[config.mk]
export PLATFORM = sky130hd
export DESIGN_NAME = dma_chan_seq
export DESIGN_NICKNAME = d
export VERILOG_FILES = /design/src/rtl/dma_seq_pkg.sv /design/src/rtl/dma_req_detect.sv /design/src/rtl/dma_addr_unit.sv /design/src/rtl/dma_count_unit.sv /design/src/rtl/dma_chan_seq.sv
export SDC_FILE = /design/constraint.sdc
export NUM_CORES = 1
export LEC_CHECK = 0
export CAP_MARGIN = 15
export CORE_ASPECT_RATIO = 1.1
export CORE_MARGIN = 1.5
export CORE_UTILIZATION = 59
export CTS_BUF_LIST = sky130_fd_sc_hd__clkbuf_4 sky130_fd_sc_hd__clkbuf_8
export CTS_CLUSTER_DIAMETER = 40
export CTS_CLUSTER_SIZE = 30
export DETAILED_ROUTE_END_ITERATION = 16
export GPL_TIMING_DRIVEN = 0
export PLACE_DENSITY = 0.83
export SYNTH_ARGS = -nofsm -noshare
export SYNTH_HDL_FRONTEND = slang
export SYNTH_HIERARCHICAL = 1
export SYNTH_SLANG_ARGS = --single-unit
[constraint.sdc]
create_clock -name clk -period 4.7 [get_ports clk]
set_clock_uncertainty 0.15 [all_clocks]
set_input_delay 0.705 -clock clk [delete_from_list [all_inputs] [get_ports clk]]
set_output_delay 0.705 -clock clk [all_outputs]
set_load 0.02 [all_outputs]
[src/rtl/dma_seq_pkg.sv]
package dma_seq_pkg;
  typedef enum logic [1:0] {AM_FIXED = 2'd0, AM_INC = 2'd1, AM_DEC = 2'd2} addr_mode_e;
  typedef enum logic [1:0] {RQ_AUTO = 2'd0, RQ_LEVEL = 2'd1, RQ_EDGE = 2'd2} req_mode_e;
  typedef enum logic [2:0] {
    SEL_SRC = 3'd0, SEL_DST = 3'd1, SEL_CNT = 3'd2,
    SEL_SRC_BK = 3'd3, SEL_DST_BK = 3'd4, SEL_CNT_BK = 3'd5
  } cfg_sel_e;
  typedef enum logic {ST_IDLE = 1'b0, ST_BUSY = 1'b1} seq_state_e;
endpackage

[src/rtl/dma_req_detect.sv]
module dma_req_detect #(
  parameter int SYNC = 2
) (
  input  logic       clk,
  input  logic       rst_n,
  input  logic       dreq,
  input  logic [1:0] req_mode,
  input  logic       xfer_done,
  output logic       req_valid
);
  import dma_seq_pkg::*;

  logic [SYNC-1:0] sync_q;
  logic            prev_q;
  logic            pend_q;
  logic            synced;
  logic            rise;
  logic            edge_mode;

  assign synced    = sync_q[SYNC-1];
  assign rise      = synced & ~prev_q;
  assign edge_mode = (req_mode == RQ_EDGE);

  always_ff @(posedge clk or negedge rst_n) begin
    if (!rst_n) begin
      sync_q <= '0;
      prev_q <= 1'b0;
      pend_q <= 1'b0;
    end else begin
      sync_q <= {sync_q[SYNC-2:0], dreq};
      prev_q <= synced;
      // a new edge wins over the acknowledge of the previous one
      pend_q <= edge_mode & (rise | (pend_q & ~xfer_done));
    end
  end

  always_comb begin
    case (req_mode)
      RQ_AUTO:  req_valid = 1'b1;
      RQ_LEVEL: req_valid = synced;
      RQ_EDGE:  req_valid = pend_q;
      default:  req_valid = 1'b0;
    endcase
  end
endmodule

[src/rtl/dma_addr_unit.sv]
module dma_addr_unit #(
  parameter int AW = 32
) (
  input  logic          clk,
  input  logic          rst_n,
  input  logic          wr_cur,
  input  logic          wr_bk,
  input  logic [AW-1:0] wdata,
  input  logic          step,
  input  logic          restore,
  input  logic [1:0]    mode,
  input  logic [1:0]    size,
  output logic [AW-1:0] cur
);
  logic [AW-1:0] bk_q;

  function automatic logic [AW-1:0] next_addr(input logic [AW-1:0] a,
                                              input logic [1:0] m,
                                              input logic [1:0] s);
    logic [AW-1:0] d;
    d = (s == 2'd0) ? AW'(1) : (s == 2'd1) ? AW'(2) : AW'(4);
    case (m)
      2'd1:    next_addr = a + d;
      2'd2:    next_addr = a - d;
      default: next_addr = a;
    endcase
  endfunction

  always_ff @(posedge clk or negedge rst_n) begin
    if (!rst_n) begin
      cur  <= '0;
      bk_q <= '0;
    end else begin
      if (wr_bk) bk_q <= wdata;
      if (wr_cur)       cur <= wdata;
      else if (restore) cur <= bk_q;
      else if (step)    cur <= next_addr(cur, mode, size);
    end
  end
endmodule

[src/rtl/dma_count_unit.sv]
module dma_count_unit #(
  parameter int CW  = 24,
  parameter int RLW = 8
) (
  input  logic          clk,
  input  logic          rst_n,
  input  logic          wr_cnt,
  input  logic          wr_bk,
  input  logic [CW-1:0] wdata,
  input  logic          done,
  input  logic          repeat_en,
  input  logic          reload_en,
  input  logic          hie,
  input  logic          te_clr,
  input  logic          he_clr,
  output logic [CW-1:0] count,
  output logic [CW-1:0] count_bk,
  output logic          te,
  output logic          he,
  output logic          end_evt,
  output logic          half_evt,
  output logic          addr_restore
);
  logic [RLW-1:0] per_q;
  logic [RLW-1:0] per_next;
  logic [CW-1:0]  cnt_next;
  logic           per_wrap;

  assign cnt_next     = count - CW'(1);
  assign per_next     = per_q - RLW'(1);
  assign end_evt      = done & (cnt_next == '0);
  assign half_evt     = done & hie & (cnt_next == (count_bk >> 1));
  assign per_wrap     = done & reload_en & (per_next == '0);
  assign addr_restore = (end_evt & repeat_en) | per_wrap;

  always_ff @(posedge clk or negedge rst_n) begin
    if (!rst_n) begin
      count    <= '0;
      count_bk <= '0;
      per_q    <= '0;
      te       <= 1'b0;
      he       <= 1'b0;
    end else begin
      if (wr_cnt)    count <= wdata;
      else if (done) count <= (end_evt & repeat_en) ? count_bk : cnt_next;

      if (wr_bk) count_bk <= wdata;

      if (wr_bk)                  per_q <= wdata[RLW-1:0];
      else if (done & reload_en)  per_q <= per_wrap ? count_bk[CW-1 -: RLW] : per_next;

      if (end_evt)     te <= 1'b1;
      else if (te_clr) te <= 1'b0;

      if (half_evt)    he <= 1'b1;
      else if (he_clr) he <= 1'b0;
    end
  end
endmodule

[src/rtl/dma_chan_seq.sv]
module dma_chan_seq #(
  parameter int AW   = 32,
  parameter int CW   = 24,
  parameter int SYNC = 2
) (
  input  logic          clk,
  input  logic          rst_n,
  input  logic          cfg_we,
  input  logic [2:0]    cfg_sel,
  input  logic [AW-1:0] cfg_wdata,
  input  logic          ch_en,
  input  logic          master_en,
  input  logic          addr_err,
  input  logic          nmi_flag,
  input  logic [1:0]    src_mode,
  input  logic [1:0]    dst_mode,
  input  logic [1:0]    unit_size,
  input  logic          repeat_en,
  input  logic          reload_en,
  input  logic [1:0]    req_mode,
  input  logic          int_en,
  input  logic          half_int_en,
  input  logic          te_clr,
  input  logic          he_clr,
  input  logic          dreq,
  output logic          bus_req,
  output logic [AW-1:0] bus_src,
  output logic [AW-1:0] bus_dst,
  input  logic          bus_ack,
  output logic          te_flag,
  output logic          he_flag,
  output logic          irq,
  output logic [CW-1:0] cur_count
);
  import dma_seq_pkg::*;

  localparam int RLW = CW / 3;

  seq_state_e    state_q;
  logic          req_valid;
  logic          permit;
  logic          flags_ok;
  logic          go;
  logic          xfer_done;
  logic          end_evt;
  logic          half_evt;
  logic          addr_restore;
  logic [CW-1:0] count_bk;
  logic [AW-1:0] cur_addr [2];
  logic [1:0]    mode_arr [2];

  assign xfer_done = (state_q == ST_BUSY) & bus_ack;
  assign permit    = ch_en & master_en & ~addr_err & ~nmi_flag;
  assign flags_ok  = ~te_flag | (repeat_en & half_int_en & ~he_flag);
  assign go        = permit & flags_ok & req_valid & (cur_count != '0);

  always_ff @(posedge clk or negedge rst_n) begin
    if (!rst_n) state_q <= ST_IDLE;
    else begin
      case (state_q)
        ST_IDLE: if (go)      state_q <= ST_BUSY;
        ST_BUSY: if (bus_ack) state_q <= ST_IDLE;
        default:              state_q <= ST_IDLE;
      endcase
    end
  end

  assign bus_req = (state_q == ST_BUSY);
  assign bus_src = cur_addr[0];
  assign bus_dst = cur_addr[1];
  assign irq     = (te_flag & int_en) | (he_flag & half_int_en);

  dma_req_detect #(.SYNC(SYNC)) u_req (
    .clk(clk), .rst_n(rst_n), .dreq(dreq), .req_mode(req_mode),
    .xfer_done(xfer_done), .req_valid(req_valid)
  );

  dma_count_unit #(.CW(CW), .RLW(RLW)) u_cnt (
    .clk(clk), .rst_n(rst_n),
    .wr_cnt(cfg_we && cfg_sel == SEL_CNT),
    .wr_bk(cfg_we && cfg_sel == SEL_CNT_BK),
    .wdata(cfg_wdata[CW-1:0]),
    .done(xfer_done), .repeat_en(repeat_en), .reload_en(reload_en),
    .hie(half_int_en), .te_clr(te_clr), .he_clr(he_clr),
    .count(cur_count), .count_bk(count_bk), .te(te_flag), .he(he_flag),
    .end_evt(end_evt), .half_evt(half_evt), .addr_restore(addr_restore)
  );

  assign mode_arr[0] = src_mode;
  assign mode_arr[1] = dst_mode;

  for (genvar g = 0; g < 2; g++) begin : g_addr
    localparam logic [2:0] CUR_SEL = (g == 0) ? SEL_SRC : SEL_DST;
    localparam logic [2:0] BK_SEL  = (g == 0) ? SEL_SRC_BK : SEL_DST_BK;
    dma_addr_unit #(.AW(AW)) u_addr (
      .clk(clk), .rst_n(rst_n),
      .wr_cur(cfg_we && cfg_sel == CUR_SEL),
      .wr_bk(cfg_we && cfg_sel == BK_SEL),
      .wdata(cfg_wdata), .step(xfer_done), .restore(addr_restore),
      .mode(mode_arr[g]), .size(unit_size), .cur(cur_addr[g])
    );
  end
endmodule

* Word level (Yosys, flattened, before mapping)
Index checks and enable logic that the tools add are counted.
** Storage, ports and cells
- Bits in registers :: 191
- Latch bits :: 0
- Memory bits (writable) :: 0
- Memory bits (read-only) :: 0
- Logic and storage cells :: 109
- Memories kept :: 0
** Cells by class
- $add $sub $neg :: 6
- Multiply operators :: 0
- Divide/modulo/power cells :: 0
- Order comparisons :: 0
- Equal/unequal tests :: 13
- Shift operators :: 0
- Multiplexer cells :: 24
- Bitwise logic cells :: 31
- Reduce and logical (&&, ||, !) cells :: 22
** Operators with widths (number)
- 2-to-1 mux 32 bit :: 7
- one-hot mux 32 bit (2 select lines) :: 2
- 2-to-1 mux 24 bit :: 3
- adder 32 bit :: 2
- subtractor 32 bit :: 2
- equality test 24 x 23 -> 1 bit :: 1
- zero test 24 bit :: 1
- 2-to-1 mux 8 bit :: 3
- nonzero test 24 bit :: 1
- subtractor 24 x 1 -> 24 bit (second input constant) :: 1
- bitwise AND 1 bit :: 20
- equality test 2 x 1 -> 1 bit (second input constant) :: 4
- zero test 8 bit :: 1
- nonzero test 2 bit :: 4
- nonzero test 4 bit :: 2
- subtractor 8 x 1 -> 8 bit (second input constant) :: 1
- inverter 1 bit :: 7
- equality test 2 bit (second input constant) :: 3
- equality test 3 x 2 -> 1 bit (second input constant) :: 2
- equality test 3 bit (second input constant) :: 2
- logical AND 1 bit :: 6
- 2-to-1 mux 1 bit :: 6
- nonzero test 3 bit :: 2
- zero test 2 bit :: 2
- other kinds (7) :: 11

* Depth between registers and ports, before layout
- Word-level depth :: 8
- Gate-level depth with buffers :: 18
- Mapped depth without buffers :: 14

* Modules after synthesis
The synthesis kept the hierarchy.
** By module, submodules not included
- dma_addr_unit (g_addr[1].u_addr) :: times used 1, cells an instance 522, area an instance 4579.4 µm², seq. area each 1601.5 µm²
- dma_addr_unit (g_addr[0].u_addr) :: times used 1, cells an instance 462, area an instance 4550.6 µm², seq. area each 1601.5 µm²
- dma_count_unit :: times used 1, cells an instance 508, area an instance 4337.9 µm², seq. area each 1451.4 µm²
- dma_chan_seq :: times used 1, cells an instance 26, area an instance 195.2 µm², seq. area each 25.0 µm²
- dma_req_detect :: times used 1, cells an instance 11, area an instance 147.6 µm², seq. area each 100.1 µm²

* Worst setup path after synthesis
OpenSTA, ideal clock, no wires.
- Path type :: register to register
- From :: register u_cnt.count[0]
- To :: register g_addr[0].u_addr.cur[18]
- Setup time :: 83 ps
- Arrival :: 3896 ps
- Data required time :: 4467 ps
- Setup slack :: 572 ps
- Cell stages (with the launch flop) :: 16
- Clock period less this slack :: 4128 ps
- Cell sequence :: dfrtp_1 buf_2 inv_1 ha_1 buf_2 nor4b_4 nand3_1 or3_1 and2_1 nand4b_1 nor3_1 or2_2 or3_1 dlygate4sd2_1 clkdlybuf4s50_2 o21ai_0
** On the way
- Cells in the longest elaborated chain, start to end :: 7
- Elaborated cells between the ends (all ways) :: 10
** Ends and longest elaborated chain
- start, declared :: line dma_count_unit.sv:16 : output logic [CW-1:0] count,
- start signal, assigned :: line dma_count_unit.sv:44 : if (wr_cnt) count <= wdata;
- start signal, assigned :: line dma_count_unit.sv:45 : else if (done) count <= (end_evt & repeat_en) ? count_bk : cnt_next;
- subtractor 24 x 1 -> 24 bit (*) :: line dma_count_unit.sv:29 : assign cnt_next = count - CW'(1);
- zero test 24 bit (*) :: line dma_count_unit.sv:31 : assign end_evt = done & (cnt_next == '0);
- bitwise AND 1 bit (*) :: line dma_count_unit.sv:31
- bitwise AND 1 bit (*) :: line dma_count_unit.sv:34 : assign addr_restore = (end_evt & repeat_en) | per_wrap;
- bitwise OR 1 bit (*) :: line dma_count_unit.sv:34
- via addr_restore :: line dma_chan_seq.sv:47 : logic addr_restore;
- nonzero test 4 bit (no source line) (tied with other cells)
- AND reduction 2 bit (no source line) / 2-to-1 mux 32 bit (equally long branches)
- end signal, assigned :: line dma_addr_unit.sv:35 : if (wr_cur) cur <= wdata;
- end signal, assigned :: line dma_addr_unit.sv:36 : else if (restore) cur <= bk_q;
- end signal, assigned :: line dma_addr_unit.sv:37 : else if (step) cur <= next_addr(cur, mode, size);
- end, declared :: line dma_addr_unit.sv:13 : output logic [AW-1:0] cur
Mark *: on every way through the listed nets, which the timed path passes. The rest lies on a longest branch.
A chain may end at the register's enable or synchronous reset.

* Worst setup path after layout
- From :: register u_cnt.count[0]
- To :: register g_addr[0].u_addr.cur[6]
The elaborated chain is that of the path after synthesis.

==> impl_metrics.py <==
metrics = {
    "status": {
        "status": "finished, final reports clean",
    },
    "cts": {
        "h-tree-depth": 4,
        "clk_pin_slew_ps": 110,
        "clk_latency_ps": 490,
        "cts_made_buffers": 17,
        "cts_sinks": 191,
        "root_buffer": "clkbuf_8",
        "cts.path.max_buffers": 2,
        "cts_tree": "built",
    },
    "min_path": {
        "hold_class": "in2async",
    },
    "sta": {
        "finalHoldViolCount": 0,
        "final_max_slew_viol_count": 0,
        "tightest_slew_ps": 815,
        "fmax_mhz": 220,
        "fin_crit_ps": 4550,
        "setup_slack_ps": 152,
        "setup_viol": 0,
        "fin_setup_tns_ps": 0,
        "slew_headroom": 0.452,
        "period_share": 0.968,
    },
    "routing": {
        "num_vias": 13390,
        "drc_errors": 0,
        "wire_per_inst_um": 23.0,
        "wl_um": 46400,
        "drtAntennaViolNets": 0,
        "vias_per_cell": 6.65,
        "drt_pass1_iterations": 6,
        "first_iter_violations": 1406,
    },
    "synthesis": {
        "synth_cells": 1528,
        "synth.avg_cell_area_um2": 9.04,
        "yosys_warnings": 6,
        "syn_nets": 1658,
        "synth_area_um2": 13800,
    },
    "finish": {
        "final_nets": 1831,
        "fin_area_um2": 16200,
        "layout_commonest_cell": "dfrtp_1",
        "area_growth_pct": 17.4,
        "n_fill_cell": 1855,
        "postLayoutCoreUtil": 0.707,
        "n_antenna_cell": 0,
        "drive_gt1_frac": 0.118,
        "layout_common_cells": "dfrtp_1 (191), clkdlybuf4s50_1 (148), nand2_1 (144), a21oi_1 (106), o21ai_0 (106)",
    },
    "placement": {
        "place_worst_setup_slack_ps": -508,
        "port_buffers": 149,
        "gp_congestion": 1.02,
        "dp_hpwl_um": 35100,
        "dpl_cell_area_um2": 15800,
    },
    "power": {
        "p_leak_nw": 6.82,
        "ir_drop_uv": 216,
        "p_per_area_nw_per_um2": 412,
        "total_power_mw": 6.67,
    },
    "flow_run": {
        "cap_viol_max_count": 0,
    },
    "global_routing": {
        "antenna_found_initial": 0,
        "grt_overflow": 0,
        "track_usage": 0.384,
        "grt_start_max_net_pins": 98,
        "grt_pass1_vias": 12880,
        "grt_pass1_wl_um": 71500,
    },
    "setup_path": {
        "crit_fanout": 10,
        "path_class": "reg2reg",
        "cp-start-kind": "register",
        "arrival_ps": 4770,
        "worstPathRequired_ps": 4920,
        "end_kind": "register",
    },
    "floorplan": {
        "core_um2": 22900,
        "io_pins": 150,
        "fp.dieH_um": 163,
        "start_util": 0.602,
        "row_count": 58,
        "die_area_um2": 24300,
        "die_w_um": 149,
    },
}
-- routing by layer --
| layer | vias up | track usage | part of all wire |
|---|---|---|---|
| met5 | - | 0 | 0 |
| met3 | 134 | 0.0615 | 0.097 |
| met4 | 0 | 0.180 | 0.043 |
| li1 | 6036 | - | - |
| met1 | 6428 | 0.501 | 0.39 |
| met2 | 792 | 0.626 | 0.47 |
-- power by group --
group          total [mW]  switching, mW  internal [mW]
clock                1.09          0.680          0.411
sequential           2.44          0.428           2.01
combinational        3.14           1.74           1.40
total                6.67           2.85           3.83
-- final cells by class --
cell class | count | area, µm² | area share
multi-input cells | 1186 | 8350 | 0.515
plain buffers | 93 | 498 | 0.0307
inverters | 56 | 210 | 0.0130
repair buffers | 156 | 1610 | 0.0991
clock inverters | 14 | 139 | 0.00857
clock buffers | 18 | 248 | 0.0153
well taps | 300 | 375 | 0.0232
flip-flops and latches | 191 | 4780 | 0.295
-- sequential cells by signal, summed over array words and instances (netlist names) --
register	count
u_req/prev_q	1
u_cnt/count	24
u_req/sync_q	2
bus_req	1
u_cnt/count_bk	24
g_addr.u_addr/bk_q	64
u_cnt/he	1
u_cnt/te	1
g_addr.u_addr/cur	64
u_req/pend_q	1
u_cnt/per_q	8
-- worst max-delay path, cell delays in order (launching register included) --
cell and delay (ps):
dfrtp_1 480, buf_2 240, inv_1 140, ha_1 190
buf_2 240, nor4b_4 350, nand4_1 200, o41ai_2 390
and2_2 280, nand4_1 140, nor3_2 280, or2_2 210
clkbuf_2 250, buf_1 370, o21ai_0 170, a222oi_1 280
inv_1 80
-- worst paths after layout --
path	startpoint	slack, ps	to	cells after the start
max	u_cnt/count[0]	150	g_addr[0].u_addr/cur[6]	16
max reg2reg	u_cnt/count[0]	150	g_addr[0].u_addr/cur[6]	16
min in group clk	u_req/sync_q[0]	230	u_req/sync_q[1]	0
min reg2reg	u_req/sync_q[0]	230	u_req/sync_q[1]	0
max in group asynchronous	rst_n	3350	u_cnt/per_q[4]	2
min	rst_n	70	g_addr[1].u_addr/bk_q[8]	1
-- stage by stage --
stage | instances | hold WS, ps
2_1_floorplan | 1528 | 181
3_3_place_gp | 1977 | 186
3_5_place_dp | 1981 | 198
4_1_cts | 2013 | 118
5_1_grt | 2014 | 132
6_report | 2014 | 66.2
-- timing repair --
action,CTS,global route
setup endpoints to repair,52,64
setup buffers,0,3
pin swaps,0,3
hold buffers,0,0
gates resized for setup,8,29
Note: power is estimated with default switching activity, not from simulation.
